File: src/rtl/tw_serial_tx.sv
module tw_serial_tx #(
  parameter int PHASE_CYCLES = 4,
  parameter int WORD_W       = 32
) (
  input  logic              clk,
  input  logic              rst_n,
  input  logic              in_valid,
  input  logic [WORD_W-1:0] in_data,
  input  logic              in_last,
  output logic              in_ready,
  output logic              line_p,
  output logic              line_n
);
  localparam int CW = $clog2(PHASE_CYCLES + 1) + 1;
  localparam int BW = $clog2(WORD_W);
  localparam logic [CW-1:0] PH_END   = CW'(PHASE_CYCLES - 1);
  localparam logic [CW-1:0] IDLE_END = CW'(PHASE_CYCLES);
  localparam logic [BW-1:0] LAST_BIT = BW'(WORD_W - 1);

  typedef enum logic [1:0] {S_IDLE, S_LOW, S_HIGH} st_t;

  st_t              st;
  logic [CW-1:0]    cnt;
  logic [BW-1:0]    bidx;
  logic [WORD_W-1:0] sh;
  logic             last_q;

  wire phase_done = (cnt == PH_END);
  wire word_end   = (st == S_HIGH) && phase_done && (bidx == LAST_BIT);
  assign in_ready = ((st == S_IDLE) && (cnt == IDLE_END)) || (word_end && !last_q);
  wire take       = in_valid && in_ready;

  assign line_p = (st == S_IDLE) || ((st == S_HIGH) &&  sh[0]);
  assign line_n = (st == S_IDLE) || ((st == S_HIGH) && !sh[0]);

  always_ff @(posedge clk or negedge rst_n) begin
    if (!rst_n) begin
      st     <= S_IDLE;
      cnt    <= '0;
      bidx   <= '0;
      sh     <= '0;
      last_q <= 1'b0;
    end else begin
      case (st)
        S_IDLE: begin
          if (take) begin
            sh     <= in_data;
            last_q <= in_last;
            bidx   <= '0;
            st     <= S_LOW;
            cnt    <= '0;
          end else if (cnt != IDLE_END) begin
            cnt <= cnt + 1'b1;
          end
        end
        S_LOW: begin
          if (phase_done) begin
            st  <= S_HIGH;
            cnt <= '0;
          end else begin
            cnt <= cnt + 1'b1;
          end
        end
        S_HIGH: begin
          if (!phase_done) begin
            cnt <= cnt + 1'b1;
          end else if (bidx != LAST_BIT) begin
            bidx <= bidx + 1'b1;
            sh   <= sh >> 1;
            st   <= S_LOW;
            cnt  <= '0;
          end else if (last_q) begin
            st  <= S_IDLE;
            cnt <= '0;
          end else if (take) begin
            sh     <= in_data;
            last_q <= in_last;
            bidx   <= '0;
            st     <= S_LOW;
            cnt    <= '0;
          end
        end
        default: st <= S_IDLE;
      endcase
    end
  end

  AST_IDLE_MIN: assert property (@(posedge clk) disable iff (!rst_n)
    (st == S_LOW && $past(st) == S_IDLE) |-> $past(cnt) == IDLE_END);
  AST_LOW_LEN: assert property (@(posedge clk) disable iff (!rst_n)
    (st == S_HIGH && $past(st) == S_LOW) |-> $past(cnt) == PH_END);
  AST_HIGH_SPLIT: assert property (@(posedge clk) disable iff (!rst_n)
    (st == S_HIGH) |-> (line_p != line_n));
  AST_END_ON_LAST: assert property (@(posedge clk) disable iff (!rst_n)
    (st == S_IDLE && $past(st) == S_HIGH) |-> ($past(last_q) && $past(bidx) == LAST_BIT));
  AST_NO_READY_MIDWORD: assert property (@(posedge clk) disable iff (!rst_n)
    (in_ready && st != S_IDLE) |-> (st == S_HIGH && bidx == LAST_BIT && !last_q));
  AST_STALL_HOLD: assert property (@(posedge clk) disable iff (!rst_n)
    (word_end && !last_q && !in_valid) |=> (st == S_HIGH && $stable(line_p) && $stable(line_n)));
endmodule

File: config.mk
export PLATFORM = sky130hd
export DESIGN_NAME = tw_serial_tx
export DESIGN_NICKNAME = d
export VERILOG_FILES = /design/src/rtl/tw_serial_tx.sv
export SDC_FILE = /design/constraint.sdc
export NUM_CORES = 1
export LEC_CHECK = 0
export ABC_CLOCK_PERIOD_IN_PS = 2700
export BUFFER_PORTS_ARGS = -buffer_cell sky130_fd_sc_hd__clkbuf_2
export CAP_MARGIN = 20
export CORE_MARGIN = 3
export CORE_UTILIZATION = 56
export CTS_CLUSTER_DIAMETER = 100
export DETAILED_ROUTE_END_ITERATION = 7
export GPL_TIMING_DRIVEN = 0
export PLACE_DENSITY_LB_ADDON = 0.25
export SLEW_MARGIN = 30
export SYNTH_ARGS = -nofsm -noshare
export SYNTH_HDL_FRONTEND = slang
export SYNTH_SLANG_ARGS = --single-unit
File: constraint.sdc
create_clock -name clk -period 2.7 [get_ports clk]
set_input_delay 0.54 -clock clk [delete_from_list [all_inputs] [get_ports clk]]
set_output_delay 0.54 -clock clk [all_outputs]
set_load 0.02 [all_outputs]
* Word-level counts from Yosys, hierarchy flattened
Index checks and enable logic that the tools add are counted.
** Storage, ports and cells
- Output and inout port bits :: 3
- Bits of input ports :: 36
- Flip-flop bits (word level) :: 44
** Cells by class
- Reduce and logical (&&, ||, !) cells :: 19
- $add $sub $neg :: 2
- Equal/unequal tests :: 14
- Mux-type cells :: 30
** Operator list (count)
- 32-bit two-way mux :: 4
- 32-bit one-hot mux with 2 select lines :: 1
- 4-bit two-way mux :: 7
- 5-bit two-way mux :: 4
- 4-bit one-hot mux with 3 select lines :: 1
- 2-bit two-way mux :: 5
- 5-bit one-hot mux with 2 select lines :: 1
- 2-bit != test (second input constant) :: 4
- 1-bit logical AND :: 7
- 3-bit by 2-bit != test with 1-bit output (second input constant) :: 2
- 2-bit one-hot mux with 3 select lines :: 1
- 3-bit AND reduction :: 2
- 5-bit by 1-bit adder with 5-bit output (second input constant) :: 1
- 5-bit equality test (second input constant) :: 1
- 1-bit two-way mux :: 5
- 5-bit by 4-bit != test with 1-bit output (second input constant) :: 1
- 5-bit != test (second input constant) :: 1
- 4-bit by 1-bit adder with 4-bit output (second input constant) :: 1
- 4-bit by 2-bit equality test with 1-bit output (second input constant) :: 1
- 4-bit by 3-bit equality test with 1-bit output (second input constant) :: 1
- 4-bit by 3-bit != test with 1-bit output (second input constant) :: 1
- 4-bit AND reduction :: 1
- 1-bit logical OR :: 3
- 3-bit nonzero test :: 1
- 7 further kinds :: 8

* Longest topological paths before layout
Gate-level depths: netlist (run 1).
- Depth after elaboration :: 11
- Gate-level depth with buffers :: 9
- Gate-level depth less buffers :: 7

* Worst setup path after synthesis (run 1)
No wires, ideal clock.
- Kind :: register -> register
- From :: reg st[0]
- To :: reg sh[1]
- Arrival :: 1975 ps
- Data required time :: 2574 ps
- Stages on the path, launching flop included :: 9
- Path buffers :: 2
- Library setup time :: 126 ps
- Setup slack :: 599 ps
- Clock period less this slack :: 2101 ps
- Cell sequence :: dfrtp_1 inv_1 ha_1 nand4b_2 or3_4 and2_4 buf_6 buf_6 a221o_1
** Between the ends
- Cells in the longest elaborated chain, start to end :: 11
- Elaborated cells on any way between the ends :: 17
- Classes of those cells :: 3 x eq/ne; 5 x mux; 9 x reduce/logical
** RTL lines
- start, declared :: RTL line 22 : st_t st;
- start signal, assigned :: RTL line 38 : st <= S_IDLE;
- start signal, assigned :: RTL line 50 : st <= S_LOW;
- start signal, assigned :: RTL line 58 : st <= S_HIGH;
- 2-bit equality test :: RTL line 29, 44
- 1-bit logical AND (2 in a row) :: RTL line 29 : wire word_end = (st == S_HIGH) && phase_done && (bidx == LAST_BIT);
- 1-bit logical AND :: RTL line 30 : assign in_ready = ((st == S_IDLE) && (cnt == IDLE_END)) || (word_end && !last_q);
- 1-bit logical OR :: RTL line 30
- 1-bit logical AND :: RTL line 31 : wire take = in_valid && in_ready;
- 32-bit two-way mux (4 in a row)
- 32-bit one-hot mux with 2 select lines :: RTL line 44 : case (st)
- end signal, assigned :: RTL line 47 : sh <= in_data;
- end signal, assigned :: RTL line 69 : sh <= sh >> 1;
- end signal, assigned :: RTL line 76 : sh <= in_data;
- end, declared :: RTL line 25 : logic [WORD_W-1:0] sh;
Several ways; a longest one is shown, not always the timed one. The select of a mux whose other input is x is not followed.
A chain may end at the register's enable or synchronous reset.

* Worst setup path after layout (run 1)
- From :: reg cnt[1]
- To :: out in_ready
** Between the ends
- Cells in the longest elaborated chain, start to end :: 5
- Elaborated cells on any way between the ends :: 7
- Classes of those cells :: 2 x eq/ne; 5 x reduce/logical
** RTL lines
- start, declared :: RTL line 23 : logic [CW-1:0] cnt;
- start signal, assigned :: RTL line 53 : cnt <= cnt + 1'b1;
- start signal, assigned :: RTL line 61 : cnt <= cnt + 1'b1;
- start signal, assigned :: RTL line 66 : cnt <= cnt + 1'b1;
- 4-bit by 2-bit equality test with 1-bit output :: RTL line 28 : wire phase_done = (cnt == PH_END);
- 1-bit logical AND (2 in a row) :: RTL line 29
- 1-bit logical AND :: RTL line 30
- 1-bit logical OR * :: RTL line 30
- end, declared :: RTL line 10 : output logic in_ready,
Mark *: on every way between the ends. The rest lies on a longest branch, timed or not.

==> out/results.ini, run 1 <==
[global_routing]
grt_pass1_wl_um = 8980
antenna_found_initial = 0
grt-ovfl-total = 0
grt_max_degree = 45
grt_pass1_vias = 1818
grt_usage = 0.229

[sta]
finalCritPeriodShare = 0.955
fin_skew_ns = 0.00760
max_freq_mhz = 388
report.final.slew_viol_count = 0
rsz0062_at_grt = no
finalSetupTns_ns = 0
final.min_clock_period_ns = 2.58
max_slew.worst_pin.slew_ns = 0.593
relSlewSlack = 0.605
hold_viol = 0
setup_viol = 0

[synthesis]
syn-mean-instance-area_sq_um = 11.2
seq_area_frac_synth = 0.474
synth_nets = 252
ys_types = 49
yosysWarnings = 0
syn-cell-area_sq_mm = 0.00232
async_flop_share = 1.00
synth_seq_cells = 44
synth_edf_count = 0
syn_inst = 207
synth-main-ff-cell = dfrtp_1

[critical_path]
cp_max_fo = 8
startpoint_type = flip-flop
cp.required_ns = 2.16
crit_path_end_kind = primary output
r2r_cells = 8
worst_ep_arrival_time_ns = 2.04
crit_type = reg2out
rrSetupSlack_ns = 0.28

[drt]
avgRoutedWirePerCell_um = 18.4
vias = 1929
routed_wl_um = 5500
dr.first_iter.drc_count = 184
drc = 0
viasPerCell = 6.45
drt_pre_antenna_iters = 4
detail-route-antenna-nets = 0

[place]
hpwl_um = 3770
port_buffers = 37
place.gp.congestion = 0.822

[die]
die_area_sq_mm = 0.00495
num_io_pins = 39
core.rowCount = 22
die_h_um = 70.4
start_util = 0.607
coreArea_sq_mm = 0.00383
die_w_um = 70.4

[layout]
seq_area_sq_mm = 0.00110
multiInputGateArea_sq_mm = 0.00111
postLayoutCoreUtil = 0.694
syn_to_final_growth_pct = 14.3
diodes = 0
layout.nets = 296
n_fill_cell = 293
layout-drive-gt1-share = 0.295

[hold_path]
holdCritPathClass = in2async

[power_and_ir_drop]
power_density_mw_per_mm2 = 419
p_int_w = 0.000853
clkPwrFrac = 0.368
power.switching_w = 0.000259
ir_drop_uv = 342
leakage_nw = 1.37
sw_frac_of_total = 0.233
pwr-share-seq = 0.592
p_comb_frac = 0.040

[clock_tree]
hold_buffers = 0
postCtsResizedCells = 1
ctsLongestPathBuffers = 2
post_cts_buffers = 0
clock_insertion_delay_worst_skew_ns = 0.31
clkSlewWorstSetupHoldPaths_ns = 0.09
cts_tree = yes
clock-sinks = 44
cts_root_buf = clkbuf_8
htreeDepth = 2
cts_buffers = 5

[job]
drv_cap = 0

[status]
run_status = complete, no violations

[cells in the final DEF (no fill, tap or decap), types with 5 or more instances in the layout]
cell type and count:
dfrtp_1 44, clkbuf_2 36, or3_1 19, o221a_2 18, and3_1 12, a221o_1 11
inv_1 10, ha_1 9, clkbuf_1 8, a21oi_1 5, clkbuf_8 5
[logic make-up (layout without fill, tap and decap cells)]
family / after synthesis / in the layout / synth area share
AO/OA/AOI/OAI: 63 / 63 / 0.243
adder cells (fa/ha/maj): 9 / 9 / 0.0485
buffers and inverters: 24 / 68 / 0.0474
flip-flops: 44 / 44 / 0.474
multiplexers: 2 / 2 / 0.00916
AND/OR/NAND/NOR: 65 / 65 / 0.177
[critical path, cell delays in order, from the launching register on]
cell	delay, ns
dfrtp_1	0.38
ha_1	0.24
or3b_1	0.35
clkbuf_1	0.20
o21ai_2	0.33
clkbuf_2	0.23
[metrics by stage]
| stage | std cells | power, W | setup WS (ns) | instance area (sq um) | hold slack (ns) |
|---|---|---|---|---|---|
| 2_1_floorplan | 207 | 0.000676 | 0.599 | 2320 | 0.244 |
| 3_3_place_gp | 292 | 0.000715 | 0.407 | 2570 | 0.468 |
| 3_5_place_dp | 292 | 0.000716 | 0.349 | 2570 | 0.476 |
| 4_1_cts | 299 | 0.00111 | 0.121 | 2650 | 0.287 |
| 5_1_grt | 299 | 0.00115 | 0.0174 | 2650 | 0.300 |
| 6_report | 299 | 0.00111 | 0.121 | 2650 | 0.250 |
[per-layer routing]
layer,track usage,wire length (um)
met5,0,0
met2,0.349,2650
met4,0.0745,76
met3,0.0691,282
met1,0.311,2500
[power groups by stage]
stage | Clock, W | Combinational (W) | Sequential, W
finish | 0.000410 | 0.0000443 | 0.000658
global route | 0.000442 | 0.0000503 | 0.000658
CTS | 0.000410 | 0.0000455 | 0.000658
detailed placement | 0 | 0.0000450 | 0.000671
global placement | 0 | 0.0000439 | 0.000671
floorplan | 0 | 0.00000448 | 0.000672
[worst paths after layout]
path                                           end               start
worst max-delay path                      in_ready  cnt[1]$_DFFE_PN0P_
worst min-delay path            sh[27]$_DFFE_PN0P_               rst_n
worst max register to register  sh[28]$_DFFE_PN0P_   st[0]$_DFFE_PN0P_
worst min register to register  sh[31]$_DFFE_PN0P_  sh[31]$_DFFE_PN0P_
max in group asynchronous       cnt[2]$_DFFE_PN0P_               rst_n
min in group clk                sh[23]$_DFFE_PN0P_         in_data[23]
[Yosys cell counts (2+ instances only)]
cell type  number  share of area
a221o_1        11          0.047
nand3b_1        2         0.0065
inv_1          10          0.016
and3_1         12          0.032
clkbuf_1        8          0.013
buf_2           4         0.0086
nand2b_1        2         0.0054
nand3_1         4         0.0086
ha_1            9          0.049
a211oi_1        2         0.0065
o21ai_0         4         0.0086
o21ai_1         2         0.0043
nand2_1         4         0.0065
a22o_1          3          0.011
a21oi_1         5          0.011
o22ai_1         2         0.0054
dfrtp_1        44           0.47
buf_6           2         0.0097
nor3_1          4         0.0086
a32o_1          2         0.0086
nor2_1          4         0.0065
o221a_2        18          0.087
nor2b_1         3         0.0081
a21o_1          2         0.0065
a31oi_1         2         0.0054
or3_1          19          0.051
[sequential cells by signal (all words and copies together), names as in the netlist]
register and count:
bidx 5, cnt 4, last_q 1, sh 32
st 2
[area by class of cell]
class	instances	area share
clock buffers	5	0.0259
flip-flops and latches	44	0.415
plain buffers	14	0.0273
clock inverters	2	0.00471
well taps	48	0.0226
repair buffers	37	0.0707
inverters	10	0.0141
multi-input cells	139	0.420
(Power assumes the default switching activity.)
==> inputs of run 2 (changes only) <==
--- a/config.mk
+++ b/config.mk
@@ -5,11 +5,13 @@
 export SDC_FILE = /design/constraint.sdc
 export NUM_CORES = 1
 export LEC_CHECK = 0
+export ABC_AREA = 1
 export ABC_CLOCK_PERIOD_IN_PS = 2700
 export BUFFER_PORTS_ARGS = -buffer_cell sky130_fd_sc_hd__clkbuf_2
 export CAP_MARGIN = 20
+export CORE_ASPECT_RATIO = 0.75
 export CORE_MARGIN = 3
-export CORE_UTILIZATION = 56
+export CORE_UTILIZATION = 57
 export CTS_CLUSTER_DIAMETER = 100
 export DETAILED_ROUTE_END_ITERATION = 7
 export GPL_TIMING_DRIVEN = 0
==> out/results.ini, run 2 <==
[power_and_ir_drop]
power_density_mw_per_mm2 = 966  ; +130%
ir_drop_uv = 567  ; +66%
leakage_nw = 1.81  ; +33%

[clock_tree]
clock_insertion_delay_worst_skew_ns = 0.29  ; -0.02 ns
clkSlewWorstSetupHoldPaths_ns = 0.08  ; about the same
hold_buffers = 0  ; unchanged
cts_root_buf = clkbuf_8
cts_buffers = 5  ; unchanged
ctsLongestPathBuffers = 2  ; unchanged
htreeDepth = 2  ; unchanged
clock-sinks = 44  ; unchanged
cts_tree = yes

[drt]
drc = 0  ; unchanged
dr.first_iter.drc_count = 171  ; -7.1%
drt_pre_antenna_iters = 5  ; +1
detail-route-antenna-nets = 0  ; unchanged
vias = 2482  ; +29%
avgRoutedWirePerCell_um = 12.7  ; -31%
routed_wl_um = 6130  ; +11%
viasPerCell = 5.13  ; -21%

[synthesis]
yosysMostFrequentCell = nand2_1
synthMuxAreaShare = 0  ; -0.00916
synth_top_area_cell = dfrtp_1
async_flop_share = 1.00  ; unchanged
yosysWarnings = 0  ; unchanged
syn-cell-area_sq_mm = 0.00270  ; +16%
syn-mean-instance-area_sq_um = 7.11  ; -37%
ys_types = 30  ; -39%
synthAdderAreaFrac = 0.0417  ; -0.00681
synth_top_area_share = 0.408  ; -0.0666
yosys-top-cells-area = dfrtp_1 (41%), nand2_1 (18%), inv_1 (9.3%), nand3_1 (8.0%), ha_1 (4.2%)
synth_top_family_by_area = simple AND/OR/NAND/NOR gates
synth_common_cells = nand2_1 (128), inv_1 (67), dfrtp_1 (44), nand3_1 (43), nand4_1 (17)
yosys.area_share.simple = 0.359  ; +0.182
synth_seq_cells = 44  ; unchanged
synth-main-ff-cell = dfrtp_1
synth_compound_area_frac = 0.0403  ; -0.203
seq_area_frac_synth = 0.408  ; -0.0666
synth_edf_count = 0  ; unchanged
synth_nets = 425  ; +69%
synth_xor_area_frac = 0.00649  ; +0.00649
syn_inst = 380  ; +84%

[status]
run_status = complete, no violations

[critical_path]
cp.required_ns = 2.16  ; about the same
cp_max_fo = 10  ; +2
worst_ep_arrival_time_ns = 2.02  ; -0.02 ns
startpoint_type = flip-flop
path_common_cell = nand2_1
cp_cell_sequence = ha_2 > nand2_1 > nor2_2 > ha_2 > nand2_1 > nor2_2 > nand2_1 > nand2_2 > buf_8 > buf_6 > buf_4
crit_type = reg2out
worst_path_max_delay_cell = dfrtp_1
cp_num_buf_inv = 3  ; +1
crit_path_end_kind = primary output
crit_family = simple AND/OR/NAND/NOR gates
max_stage_delay_ns = 0.38  ; about the same

[job]
drv_cap = 0  ; unchanged

[layout]
reg_top3 = sh (32), bidx (5), cnt (4)
fin_area_sq_mm = 0.00308  ; +16%
layout.cells.non_filler = 484  ; +62%
syn_to_final_growth_pct = 13.9
largest_reg_flops = 32  ; unchanged
postLayoutCoreUtil = 0.681  ; -0.0128
diodes = 0  ; unchanged
n_fill_cell = 406  ; +39%
layout_commonest_cell = nand2_1
layout.nets = 472  ; +59%
final_cell_mix = nand2_1 (128), inv_1 (67), dfrtp_1 (44), nand3_1 (43), clkbuf_2 (35)
layout-drive-gt1-share = 0.183  ; -0.112
top_register = sh

[place]
place_inst = 474  ; +62%
dp_slack_ns = 0.318  ; -0.0310 ns
place.gp.congestion = 0.809  ; -1.5%
hpwl_um = 4370  ; +16%
port_buffers = 37  ; unchanged
placed_area_sq_mm = 0.00296  ; +15%

[die]
die_h_um = 65.6  ; -6.8%
coreArea_sq_mm = 0.00452  ; +18%
die_area_sq_mm = 0.00561  ; +13%
die_w_um = 85.5  ; +21%
num_io_pins = 39  ; unchanged
start_util = 0.597  ; -0.00915
core.rowCount = 21  ; -4.5%

[global_routing]
grt_max_degree = 45  ; unchanged
antenna_found_initial = 0  ; unchanged
grt_pass1_vias = 2255  ; +24%
grt-ovfl-total = 0  ; unchanged
grt_pass1_wl_um = 10500  ; +16%
grt_usage = 0.238  ; +0.00833

[sta]
final.min_clock_period_ns = 2.56  ; -0.0150 ns
rsz0062_at_grt = no
finalCritPeriodShare = 0.950  ; -0.00556
fin_skew_ns = 0.00625  ; -0.00135 ns
hold_viol = 0  ; unchanged
max_slew.worst_pin.slew_ns = 0.625  ; +0.0319 ns
finalSetupTns_ns = 0  ; unchanged
max_freq_mhz = 390  ; +0.59%
report.final.slew_viol_count = 0  ; unchanged
relSlewSlack = 0.583  ; -0.0213
worst_slack_ns = 0.136  ; +0.0150 ns
setup_viol = 0  ; unchanged

[hold_path]
holdCritPathClass = in2async

==> run 2: cell families (layout without fill, tap and decap cells) <==
logic type,after synthesis,count (layout)
AO/OA/AOI/OAI,18,18
XOR/XNOR,2,2
flip-flops,44,44
buffers and inverters,88,135
adder cells (fa/ha/maj),9,9
AND/OR/NAND/NOR,219,219
==> run 2: final cells by class <==
class                           instances  area, sq um  share of cell area
Multi-Input combinational cell        248         1220               0.395
Tap cell                               57         71.3              0.0232
Clock inverter                          1         5.00             0.00163
Buffer                                 17          130              0.0423
Inverter                               71          268              0.0870
Clock buffer                            6         72.6              0.0236
Timing Repair Buffer                   40          213              0.0691
Sequential cell                        44         1100               0.358
==> run 2: through the flow <==
step                total power, W  hold slack (ns)
floorplan                  0.00217            0.244
global placement           0.00249            0.450
detailed placement         0.00255            0.461
CTS                        0.00295            0.303
global route               0.00326            0.320
finish                     0.00297            0.274
==> run 2: worst paths after layout <==
path                                startpoint                   to  slack, ns  cells past startpoint
max in group asynchronous                rst_n   sh[12]$_DFFE_PN0P_       1.99                      1
max reg2reg                bidx[0]$_DFFE_PN0P_  bidx[2]$_DFFE_PN0P_       0.50                     12
min in group clk            sh[13]$_DFFE_PN0P_   sh[13]$_DFFE_PN0P_       0.48                      2
max                        bidx[1]$_DFFE_PN0P_             in_ready       0.14                     11
min                                      rst_n   cnt[1]$_DFFE_PN0P_       0.27                      1
min reg2reg                 sh[13]$_DFFE_PN0P_   sh[13]$_DFFE_PN0P_       0.48                      2
==> run 2: power breakdown <==
part | internal [W] | leakage [nW] | switching (W)
Clock | 0.000176 | 0.0410 | 0.000213
Sequential | 0.000941 | 0.514 | 0.000160
Combinational | 0.000525 | 1.26 | 0.000957
==> run 2: routing by layer <==
layer	GRT usage	up-vias	share of wire
met3	0.0564	5	0.071
met5	0	-	0
met2	0.358	82	0.44
met1	0.346	1141	0.48
li1	-	1254	-
met4	0.0573	0	0.0062
==> run 2: timing repair <==
action                                  4_1_cts  5_1_grt
setup buffers                                 0        3
gates resized for setup                       1        6
endpoints found under the setup margin        1        1
pin swaps                                     0        3
